==> src/rtl/dvma_pkg.sv <==
package dvma_pkg;

    localparam int VA_W     = 32;
    localparam int PA_W     = 36;
    localparam int PTE_W    = 32;
    localparam int PAGE_SH  = 12;

    // entry flag positions
    localparam int PTE_VALID_B = 1;
    localparam int PTE_WRITE_B = 2;
    localparam int PTE_CACHE_B = 7;
    localparam int PTE_PFN_LO  = 8;

    // fault status bit positions
    localparam int FS_ERR_B  = 31;
    localparam int FS_LATE_B = 30;
    localparam int FS_RSV_B  = 23;
    localparam int FS_RD_B   = 18;
    localparam int FS_FAV_B  = 17;

    localparam logic [31:0] FS_RESET = 32'h1 << FS_RSV_B;

    typedef enum logic [0:0] {
        ST_IDLE  = 1'b0,
        ST_FETCH = 1'b1
    } xl_state_e;

    typedef struct packed {
        logic [VA_W-1:0] vaddr;
        logic            write;
    } xl_req_t;

    typedef struct packed {
        logic            ok;
        logic            cacheable;
        logic [PA_W-1:0] paddr;
    } xl_res_t;

    function automatic logic [31:0] fault_word(input logic is_read);
        logic [31:0] w;
        w = FS_RESET;
        w[FS_ERR_B]  = 1'b1;
        w[FS_LATE_B] = 1'b1;
        w[FS_FAV_B]  = 1'b1;
        w[FS_RD_B]   = is_read;
        return w;
    endfunction

endpackage

==> src/rtl/dvma_pte_addr.sv <==
module dvma_pte_addr
    import dvma_pkg::*;
#(
    parameter int VW = VA_W,
    parameter int PW = PA_W,
    parameter int PS = PAGE_SH
) (
    input  logic [VW-1:0] base,
    input  logic [VW-1:0] win,
    input  logic [VW-1:0] vaddr,
    output logic [PW-1:0] ent_addr
);
    localparam int BSH = PW - VW;
    localparam int ISH = PS - 2;

    logic [VW-1:0] rel;
    logic [VW-1:0] idx;
    logic [PW-1:0] base_x;

    always_comb begin
        rel      = vaddr & ~win;
        idx      = rel >> ISH;
        idx[1:0] = 2'b00;
        base_x   = {base, {BSH{1'b0}}};
        ent_addr = base_x + PW'(idx);
    end
endmodule

==> src/rtl/dvma_pte_check.sv <==
module dvma_pte_check
    import dvma_pkg::*;
#(
    parameter int VW = VA_W,
    parameter int PW = PA_W,
    parameter int EW = PTE_W,
    parameter int PS = PAGE_SH
) (
    input  logic [EW-1:0] entry,
    input  logic          is_write,
    input  logic [VW-1:0] vaddr,
    output xl_res_t       res
);
    logic unused_bits;
    assign unused_bits = ^{entry[PTE_PFN_LO-2:PTE_WRITE_B+1], entry[0], vaddr[VW-1:PS]};

    always_comb begin
        res.ok        = entry[PTE_VALID_B] && (!is_write || entry[PTE_WRITE_B]);
        res.cacheable = entry[PTE_CACHE_B];
        res.paddr     = {entry[EW-1:PTE_PFN_LO], vaddr[PS-1:0]};
    end
endmodule

==> src/rtl/dvma_fault_rec.sv <==
module dvma_fault_rec
    import dvma_pkg::*;
#(
    parameter int VW = VA_W,
    parameter int PS = PAGE_SH
) (
    input  logic          clk,
    input  logic          rst,
    input  logic          capture,
    input  logic          is_read,
    input  logic [VW-1:0] vaddr,
    input  logic          ack,
    output logic [31:0]   status,
    output logic [VW-1:0] addr,
    output logic          irq
);
    always_ff @(posedge clk) begin
        if (rst) begin
            status <= FS_RESET;
            addr   <= '0;
            irq    <= 1'b0;
        end else if (capture) begin
            status <= fault_word(is_read);
            addr   <= {vaddr[VW-1:PS], {PS{1'b0}}};
            irq    <= 1'b1;
        end else if (ack) begin
            irq    <= 1'b0;
        end
    end
endmodule

==> src/rtl/dvma_xlate.sv <==
module dvma_xlate
    import dvma_pkg::*;
(
    input  logic             clk,
    input  logic             rst,
    input  logic             req_valid,
    output logic             req_ready,
    input  logic [VA_W-1:0]  req_vaddr,
    input  logic             req_write,
    input  logic [VA_W-1:0]  tbl_base,
    input  logic [VA_W-1:0]  win_start,
    output logic             mem_rd_req,
    output logic [PA_W-1:0]  mem_rd_addr,
    input  logic             mem_rsp_valid,
    input  logic [PTE_W-1:0] mem_rsp_data,
    output logic             xl_valid,
    output logic [PA_W-1:0]  xl_paddr,
    output logic             xl_cacheable,
    output logic             fault_valid,
    output logic [31:0]      flt_status,
    output logic [VA_W-1:0]  flt_addr,
    output logic             irq,
    input  logic             irq_ack
);
    xl_state_e       state_q;
    xl_req_t         req_q;
    logic            issue_q;
    logic [PA_W-1:0] ent_addr_d, ent_addr_q;
    xl_res_t         res_d;
    logic            ok_q, bad_q, cache_q;
    logic [PA_W-1:0] paddr_q;
    logic            accept, take;

    assign req_ready = (state_q == ST_IDLE);
    assign accept    = req_valid && req_ready;
    assign take      = (state_q == ST_FETCH) && mem_rsp_valid;

    dvma_pte_addr u_addr (
        .base     (tbl_base),
        .win      (win_start),
        .vaddr    (req_vaddr),
        .ent_addr (ent_addr_d)
    );

    dvma_pte_check u_check (
        .entry    (mem_rsp_data),
        .is_write (req_q.write),
        .vaddr    (req_q.vaddr),
        .res      (res_d)
    );

    dvma_fault_rec u_fault (
        .clk     (clk),
        .rst     (rst),
        .capture (take && !res_d.ok),
        .is_read (!req_q.write),
        .vaddr   (req_q.vaddr),
        .ack     (irq_ack),
        .status  (flt_status),
        .addr    (flt_addr),
        .irq     (irq)
    );

    always_ff @(posedge clk) begin
        if (rst) begin
            state_q    <= ST_IDLE;
            req_q      <= '0;
            issue_q    <= 1'b0;
            ent_addr_q <= '0;
            ok_q       <= 1'b0;
            bad_q      <= 1'b0;
            cache_q    <= 1'b0;
            paddr_q    <= '0;
        end else begin
            issue_q <= accept;
            ok_q    <= take && res_d.ok;
            bad_q   <= take && !res_d.ok;
            if (accept) begin
                state_q       <= ST_FETCH;
                req_q.vaddr   <= req_vaddr;
                req_q.write   <= req_write;
                ent_addr_q    <= ent_addr_d;
            end else if (take) begin
                state_q <= ST_IDLE;
            end
            if (take && res_d.ok) begin
                paddr_q <= res_d.paddr;
                cache_q <= res_d.cacheable;
            end
        end
    end

    assign mem_rd_req   = issue_q;
    assign mem_rd_addr  = ent_addr_q;
    assign xl_valid     = ok_q;
    assign fault_valid  = bad_q;
    assign xl_paddr     = paddr_q;
    assign xl_cacheable = cache_q;
endmodule

==> config.mk <==
export PLATFORM = sky130hd
export DESIGN_NAME = dvma_xlate
export DESIGN_NICKNAME = d
export VERILOG_FILES = /design/src/rtl/dvma_pkg.sv /design/src/rtl/dvma_pte_addr.sv /design/src/rtl/dvma_pte_check.sv /design/src/rtl/dvma_fault_rec.sv /design/src/rtl/dvma_xlate.sv
export SDC_FILE = /design/constraint.sdc
export NUM_CORES = 1
export LEC_CHECK = 0
export BUFFER_PORTS_ARGS = -buffer_cell sky130_fd_sc_hd__buf_2
export CORE_ASPECT_RATIO = 0.5
export CORE_MARGIN = 1
export CORE_UTILIZATION = 47
export DETAILED_ROUTE_END_ITERATION = 10
export GPL_ROUTABILITY_DRIVEN = 0
export PLACE_DENSITY = 0.87
export SYNTH_ARGS = -nofsm -noshare
export SYNTH_HDL_FRONTEND = slang
export SYNTH_SLANG_ARGS = --single-unit
==> constraint.sdc <==
create_clock -name clk -period 3.17 [get_ports clk]
set_clock_uncertainty 0.2 [all_clocks]
set_input_delay 0.1585 -clock clk [delete_from_list [all_inputs] [get_ports clk]]
set_output_delay 0.1585 -clock clk [all_outputs]
set_load 0.01 [all_outputs]
**Word-level counts from Yosys, hierarchy flattened**

Cells that the tools add are included.
Widths: inputs -> output; s select.

- Input port bits: 134
- Register bits: 134
- Logic and storage cells: 30

- Bitwise logic cells: 3
- Reduce and logical (&&, ||, !) cells: 10
- Add/subtract/negate cells: 1
- Multiplexer cells: 4

Operators with widths:

| operator | count |
|---|---|
| $add 36x22->36 | 1 |
| $and 32x32->32 | 1 |
| $not 32->32 | 1 |
| $logic_and 1x1->1 | 5 |
| $mux 1 | 4 |
| $reduce_bool 2->1 | 2 |
| $logic_not 1->1 | 2 |
| $logic_or 1x1->1 | 1 |
| $not 1->1 | 1 |

**Longest topological paths before layout**

Gate-level depths: netlist (run 1).

- Word-level depth: 6
- Gate-level depth with buffers: 10
- Gate-level depth less buffers: 10

**By module**

A second synthesis (run 1) with hierarchy kept.

- Cell total of the unflattened synthesis: 844
- Area total of the unflattened synthesis: 6711.4 µm²

By module, submodules not included:

| module | area each (µm²) | times used | cells an instance |
|---|---|---|---|
| dvma_xlate | 3836.2 | 1 | 476 |
| dvma_pte_addr | 1431.4 | 1 | 210 |
| dvma_fault_rec | 1154.9 | 1 | 119 |
| dvma_pte_check | 289.0 | 1 | 39 |

**Worst setup path before layout (run 1)**

No wires, ideal clock.

- Kind: input port to flip-flop
- From: input port req_vaddr[14]
- To: register ent_addr_q[34] (netlist: mem_rd_addr[34])
- Setup time: 0.117 ns
- Slack: 0.734 ns
- Stages on the path: 10
- Data required time: 2.853 ns
- Data arrival time: 2.119 ns
- Cell sequence: nor2b_1 -> ha_1 -> fa_1 -> a211oi_1 -> o21ai_1 -> nand3_1 -> nand3_1 -> o2111ai_1 -> xnor2_1 -> a22o_1

- Longest elaborated chain between the ends: 2

Ends and longest elaborated chain:

| item | RTL line | RTL |
|---|---|---|
| start: declaration | dvma_xlate.sv:8 | `input logic [VA_W-1:0] req_vaddr,` |
| $and 32x32->32 | dvma_pte_addr.sv:21 | `rel = vaddr & ~win;` |
| $add 36x22->36 | dvma_pte_addr.sv:25 | `ent_addr = base_x + PW'(idx);` |
| end signal: assignment | dvma_xlate.sv:82 | `ent_addr_q <= ent_addr_d;` |
| end: declaration | dvma_xlate.sv:28 | `logic [PA_W-1:0] ent_addr_d, ent_addr_q;` |

No other way between the ends.
A chain may end at the register's enable or synchronous reset.

**Worst setup path after layout (run 1)**

- From: input port req_vaddr[14]
- To: register ent_addr_q[24] (netlist: mem_rd_addr[24])

The elaborated chain is that of the path after synthesis.

==> results of run 1 <==
==> what timing repair did <==
action	4_1_cts	5_1_grt
hold buffers	81	0
hold endpoints to repair	79	0
setup endpoints to repair	0	4
buffers inserted	0	0
gates resized for setup	0	1
==> critical path: cells and delay by family <==
family          cells  cell delay (ps)
compound gates      4             1090
buf+inv             2              670
fa+ha+maj           2              640
simple gates        3              440
xor+xnor            1              110
==> area by class of cell <==
class | count | share of cell area [%]
Inverter | 6 | 0.267
Clock inverter | 15 | 2.40
Clock buffer | 17 | 5.03
Tap cell | 165 | 2.44
Sequential cell | 131 | 31.0
Multi-Input combinational cell | 574 | 35.4
Timing Repair Buffer | 307 | 23.5
==> routing by layer <==
layer | track usage [%] | up-vias | wire, um
met2 | 49.2 | 266 | 9110
met4 | 13.1 | 0 | 536
met1 | 28.0 | 2891 | 7050
met5 | 0 | - | 0
met3 | 7.37 | 51 | 1210
li1 | - | 3009 | -
==> state kept, by name, summed over array words and instances, names as in the netlist <==
name and count:
xl_paddr 36, mem_rd_addr 34, req_q 33, u_fault.addr 20
u_fault.status 2, fault_valid 1, mem_rd_req 1, state_q 1
u_fault.irq 1, xl_cacheable 1, xl_valid 1
==> final timing paths <==
check / from / depth (start not counted) / to
worst min-delay path: rst / 2 / u_fault.addr[15]$_SDFFE_PP0P_
worst max-delay path: req_vaddr[14] / 12 / mem_rd_addr[24]$_SDFFE_PP0P_
worst max register to register: req_q[0]$_SDFFE_PP0P_ / 6 / u_fault.irq$_SDFFE_PP0P_
worst min register to register: xl_paddr[16]$_SDFFE_PP0P_ / 2 / xl_paddr[16]$_SDFFE_PP0P_
==> synth_stat cells (2+ instances only) <==
cell       count  area [sq um]
a211oi_1      16           120
a21o_1         8          60.1
a21oi_1      119           596
a22o_1         6          52.6
a31oi_1        2          12.5
and2_1         2          12.5
and3_1         3          18.8
and3_2         2          15.0
and4_1         4          35.0
buf_1          7          26.3
buf_4         44           330
clkbuf_1      32           120
conb_1         2          7.51
dfxtp_1      131          2620
ha_1          18           225
inv_1          6          22.5
nand2_1      216           811
nand2b_1       2          12.5
nand3_1       13          65.1
nand3b_1       2          15.0
nor2_1        32           120
nor2b_1       19           119
nor3_1         2          10.0
o2111ai_1      4          35.0
o211ai_1       2          15.0
o21ai_0        5          25.0
o21ai_1       12          60.1
or2_1          2          12.5
or3_1          4          25.0
xnor2_1       11          96.3
xor2_1        13           114
==> power groups by stage <==
stage | sequential [mW] | combinational, mW | clock (mW)
after floorplan | 1.82 | 0.365 | 0
after detailed placement | 1.80 | 0.563 | 0
after CTS | 1.76 | 0.645 | 2.10
final | 1.77 | 0.662 | 2.08
after global placement | 1.80 | 0.549 | 0
after global routing | 1.77 | 0.723 | 2.18
==> through the flow <==
stage,instances,worst slack (ps)
final,1215,168
after global routing,1215,46.7
after CTS,1215,87.4
after detailed placement,1102,237
after global placement,1102,357
after floorplan,794,734
==> logic make-up (layout without fill, tap and decap cells) <==
family / count (synthesis) / in the layout
fa+ha+maj: 19 / 19
flops: 131 / 131
other cells: 2 / 42
buf+inv: 89 / 345
simple gates: 305 / 305
xor+xnor: 24 / 24
compound gates: 184 / 184
==> flow_metrics.py, run 1 <==
metrics = {
    "power_and_ir_drop": {
        "swShare_pct": 25.8,
        "p_leak_nw": 3.86,
        "power.total_mw": 4.50,
        "irDropWorstVdd_mv": 0.345,
        "power.density_nw_per_um2": 533,
        "clkPwrFrac_pct": 46.1,
        "p_comb_share_pct": 14.7,
        "pwr-share-seq_pct": 39.2,
        "internal_power_mw": 3.34,
        "p_switching_mw": 1.16,
    },
    "finish": {
        "final_cell_mix": "nand2_1 (216), buf_2 (215), dfxtp_1 (131)",
        "final_common_cell": "nand2_1",
        "final_nets": 1190,
        "finish.utilization_pct": 70.1,
        "area_growth_pct": 42.1,
        "layout-drive-gt1-share_pct": 25.4,
        "multi_input_area_sq_um": 2990,
        "n_antenna_cell": 0,
        "fillers": 914,
        "regArea_sq_um": 2620,
        "design_area_sq_um": 8450,
    },
    "floorplan": {
        "start_util_pct": 49.3,
        "die_h_um": 81.5,
        "core_area_sq_um": 12100,
        "die-area_sq_um": 13100,
        "die_w_um": 161,
        "num_rows": 28,
        "top_level_ports": 276,
    },
    "global_routing": {
        "grt_pass1_vias": 5819,
        "grt_pass1_wl_mm": 27.4,
        "overflow": 0,
        "gr-usage-all-layers_pct": 26.3,
        "antenna_found_initial": 0,
        "grt_max_degree": 53,
    },
    "routing": {
        "drtPass1Iterations": 5,
        "wl_mm": 17.9,
        "postRouteAntennaNets": 0,
        "drt_iter0_markers": 395,
        "wl_per_cell_um": 14.7,
        "num_vias": 6217,
        "via_per_inst": 5.12,
        "drc": 0,
    },
    "place": {
        "hpwl_mm": 11.2,
        "dpl-instance-area_sq_um": 7010,
        "io_buffers": 216,
    },
    "synth": {
        "muxShareOfSynthArea_pct": 0,
        "synth_edf_count": 0,
        "synth_seq_area_share_pct": 44.1,
        "synth_area_sq_um": 5950,
        "synth_top_family_by_area": "simple AND/OR/NAND/NOR gates",
        "synthAdderAreaFrac_pct": 4.12,
        "ys_types": 44,
        "synthArstFlopShare_pct": 0,
        "ys_ff_latch": 131,
        "avgSynthCellArea_sq_um": 7.89,
        "synthSimpleGateAreaFrac_pct": 21.7,
        "syn_inst": 754,
        "synth_compound_area_share_pct": 18.0,
        "synthFlopType": "dfxtp_1",
        "synth_xor_area_share_pct": 3.54,
        "ys_warn_count": 0,
    },
    "sta": {
        "hold_ws_ps": 40.9,
        "rsz0062_at_grt": "no",
        "tns_ps": 0,
        "setup_viol": 0,
        "max_slew_margin_pct": 45.3,
        "hold_viol_final": 0,
        "drv_slew": 0,
        "tightest_slew_ps": 818,
        "period_share_pct": 94.7,
        "timing.fmax_ghz": 0.333,
        "period_minus_slack_ps": 3000,
    },
    "clock_tree": {
        "cts_tree": "yes",
        "root_buffer": "clkbuf_16",
        "clkTransAtPathRegs_ps": 60,
        "htree_levels": 4,
        "cts_made_buffers": 17,
        "clkLatencyLatePin_ps": 400,
        "clock_sinks": 131,
        "clockBufferDepth": 2,
    },
    "setup_path": {
        "path_cells": "dlygate4sd3_1, buf_2, nor2b_1, ha_1, fa_1, a211oi_1, o21ai_1, nand3_1, nand3_2, o2111ai_1, xor2_1, a211oi_1",
        "critical_path.max_fanout": 8,
        "cpMostUsedCell": "a211oi_1",
        "cp-start-kind": "input pin",
        "slowest_stage": "dlygate4sd3_1",
        "path_class": "in2reg",
        "endpoint_kind": "flop",
        "rrSetupSlack_ps": 690,
        "critPathArrivalTime_ps": 3110,
        "max_stage_delay_ps": 540,
        "required_ps": 3280,
    },
    "min_path": {
        "hold_class": "in2reg",
    },
    "status": {
        "status": "completed",
    },
    "flow_run": {
        "maxCapViolCount": 0,
    },
}
No activity file was read; power rests on OpenSTA's default activity.
==> run 2: changes to the inputs <==
CELL_PAD_IN_SITES_DETAIL_PLACEMENT = 1   (was unset)
CELL_PAD_IN_SITES_GLOBAL_PLACEMENT = 2   (was unset)
CORE_UTILIZATION = 25   (was 47)
SKIP_LAST_GASP = 1   (was unset)
==> run 2 against run 1 <==
The flow now finishes with violations (DRC). Count of clock-buffer cells in the layout up 5. Via count down 0.97%. Non-clock buffer count down 3. Core utilization down 33 points. Clock power up 2%. First-iteration DRC count down 19%. Final cell count up 12%. Die area up 86%. Worst hold slack worse by 23 ps. Critical endpoint is now mem_rd_addr[34]$_SDFFE_PP0P_. Largest power group unchanged.
==> flow_metrics.py, run 2 (synthesis gave the netlist of run 1 again) <==
metrics = {
    "finish": {
        "largest_reg_flops": 36,
        "layout-drive-gt1-share_pct": 25.5,
        "area_growth_pct": 44.4,
        "finish.utilization_pct": 37.2,
        "regArea_sq_um": 2620,
        "multi_input_area_sq_um": 2990,
        "final_nets": 1187,
        "design_area_sq_um": 8590,
        "fillers": 2831,
        "final_cell_mix": "nand2_1 (215), buf_2 (215), dfxtp_1 (131)",
    },
    "clock_tree": {
        "htree_levels": 4,
        "clkLatencyLatePin_ps": 420,
        "cts_made_buffers": 17,
        "clockBufferDepth": 2,
        "cts_tree": "yes",
        "root_buffer": "clkbuf_16",
        "clock_sinks": 131,
        "clkTransAtPathRegs_ps": 60,
        "cts_setup_buffers": 0,
    },
    "global_routing": {
        "grt_pass1_wl_mm": 33.4,
        "grt_pass1_vias": 6433,
        "overflow": 0,
        "antenna_found_initial": 2,
        "gr-usage-all-layers_pct": 17.6,
        "grt_max_degree": 55,
    },
    "sta": {
        "tightest_slew_ps": 586,
        "hold_viol_final": 0,
        "max_slew_margin_pct": 61.0,
        "setup_viol": 0,
        "hold_ws_ps": 18.0,
        "rsz0062_at_grt": "no",
        "period_share_pct": 94.6,
        "drv_slew": 0,
        "timing.fmax_ghz": 0.333,
        "tns_ps": 0,
        "period_minus_slack_ps": 3000,
    },
    "floorplan": {
        "die-area_sq_um": 24400,
        "num_rows": 39,
        "core_area_sq_um": 23100,
        "top_level_ports": 276,
        "start_util_pct": 25.8,
        "die_h_um": 111,
        "die_w_um": 220,
    },
    "routing": {
        "drt_iter0_markers": 319,
        "num_vias": 6157,
        "wl_mm": 21.1,
        "via_per_inst": 4.54,
        "wl_per_cell_um": 15.5,
        "drc": 12,
        "postRouteAntennaNets": 0,
        "drtPass1Iterations": 11,
    },
    "place": {
        "dpl-instance-area_sq_um": 7190,
        "hpwl_mm": 14.4,
        "io_buffers": 216,
    },
    "setup_path": {
        "required_ps": 3290,
        "critical_path.max_fanout": 8,
        "path_class": "in2reg",
        "endpoint_kind": "flop",
        "critPathArrivalTime_ps": 3120,
        "rrSetupSlack_ps": 1210,
        "cp-start-kind": "input pin",
    },
    "power_and_ir_drop": {
        "p_leak_nw": 3.83,
        "irDropWorstVdd_mv": 0.387,
        "power.density_nw_per_um2": 530,
        "power.total_mw": 4.55,
    },
    "status": {
        "status": "complete, but fails checks",
        "violations": "DRC",
    },
    "flow_run": {
        "maxCapViolCount": 0,
    },
    "min_path": {
        "hold_class": "in2reg",
    },
}
run 2: changes by cell type in the layout (fill, tap and decap cells not counted), moves of 2 or more:
cell / change
clkinv_4: -3
buf_4: +3
inv_6: -3
clkbuf_1: +2
clkbuf_8: +3
dlygate4sd3_1: -5
diode_2: +2
run 2: path summary, 6_finish.rpt:
path,depth (start not counted),to,start
max,12,mem_rd_addr[34]$_SDFFE_PP0P_,req_vaddr[14]
min,3,mem_rd_addr[22]$_SDFFE_PP0P_,tbl_base[18]
max reg2reg,7,xl_paddr[31]$_SDFFE_PP0P_,req_q[0]$_SDFFE_PP0P_
min reg2reg,2,xl_paddr[1]$_SDFFE_PP0P_,req_q[2]$_SDFFE_PP0P_
run 2: cell type report:
cell class | instances | area share [%]
Clock inverter | 9 | 1.78
Timing Repair Buffer | 304 | 22.5
Sequential cell | 131 | 30.5
Tap cell | 307 | 4.47
Inverter | 6 | 0.262
Multi-Input combinational cell | 574 | 34.8
Antenna cell | 2 | 0.0583
Clock buffer | 22 | 5.52
run 2: critical path, stage by stage:
cell and delay, ps:
dlygate4sd3_1 540, buf_2 130, nor2b_1 130, ha_1 220
fa_1 440, a211oi_1 350, o21ai_1 200, nand3_1 130
nand3_2 200, o2111ai_1 290, xnor2_1 100, a22o_1 230
run 2: metrics by stage:
stage | setup slack, ps | instances
floorplan | 734 | 794
global placement | 231 | 1246
detailed placement | 216 | 1246
CTS | 74.9 | 1353
global route | 24.5 | 1354
finish | 170 | 1355
run 2: per-layer routing:
metal / up-vias / GRT usage, % / part of all wire [%]
met5: - / 0 / 0
li1: 3011 / - / -
met2: 138 / 32.5 / 52
met1: 2958 / 18.9 / 40
met3: 50 / 4.22 / 3.8
met4: 0 / 7.26 / 3.6
run 2: power breakdown:
group,switching [mW],leakage [nW],total (mW),internal (mW)
registers,0.0404,1.07,1.76,1.72
clock network,0.748,0.298,2.12,1.37
logic,0.379,2.46,0.669,0.290
total,1.17,3.83,4.55,3.39
run 2: repair_timing:
item                                    in CTS  in global routing
endpoints found under the hold margin       76                  0
hold buffers                                76                  0
endpoints found under the setup margin       0                  6
gates resized for setup                      0                  1
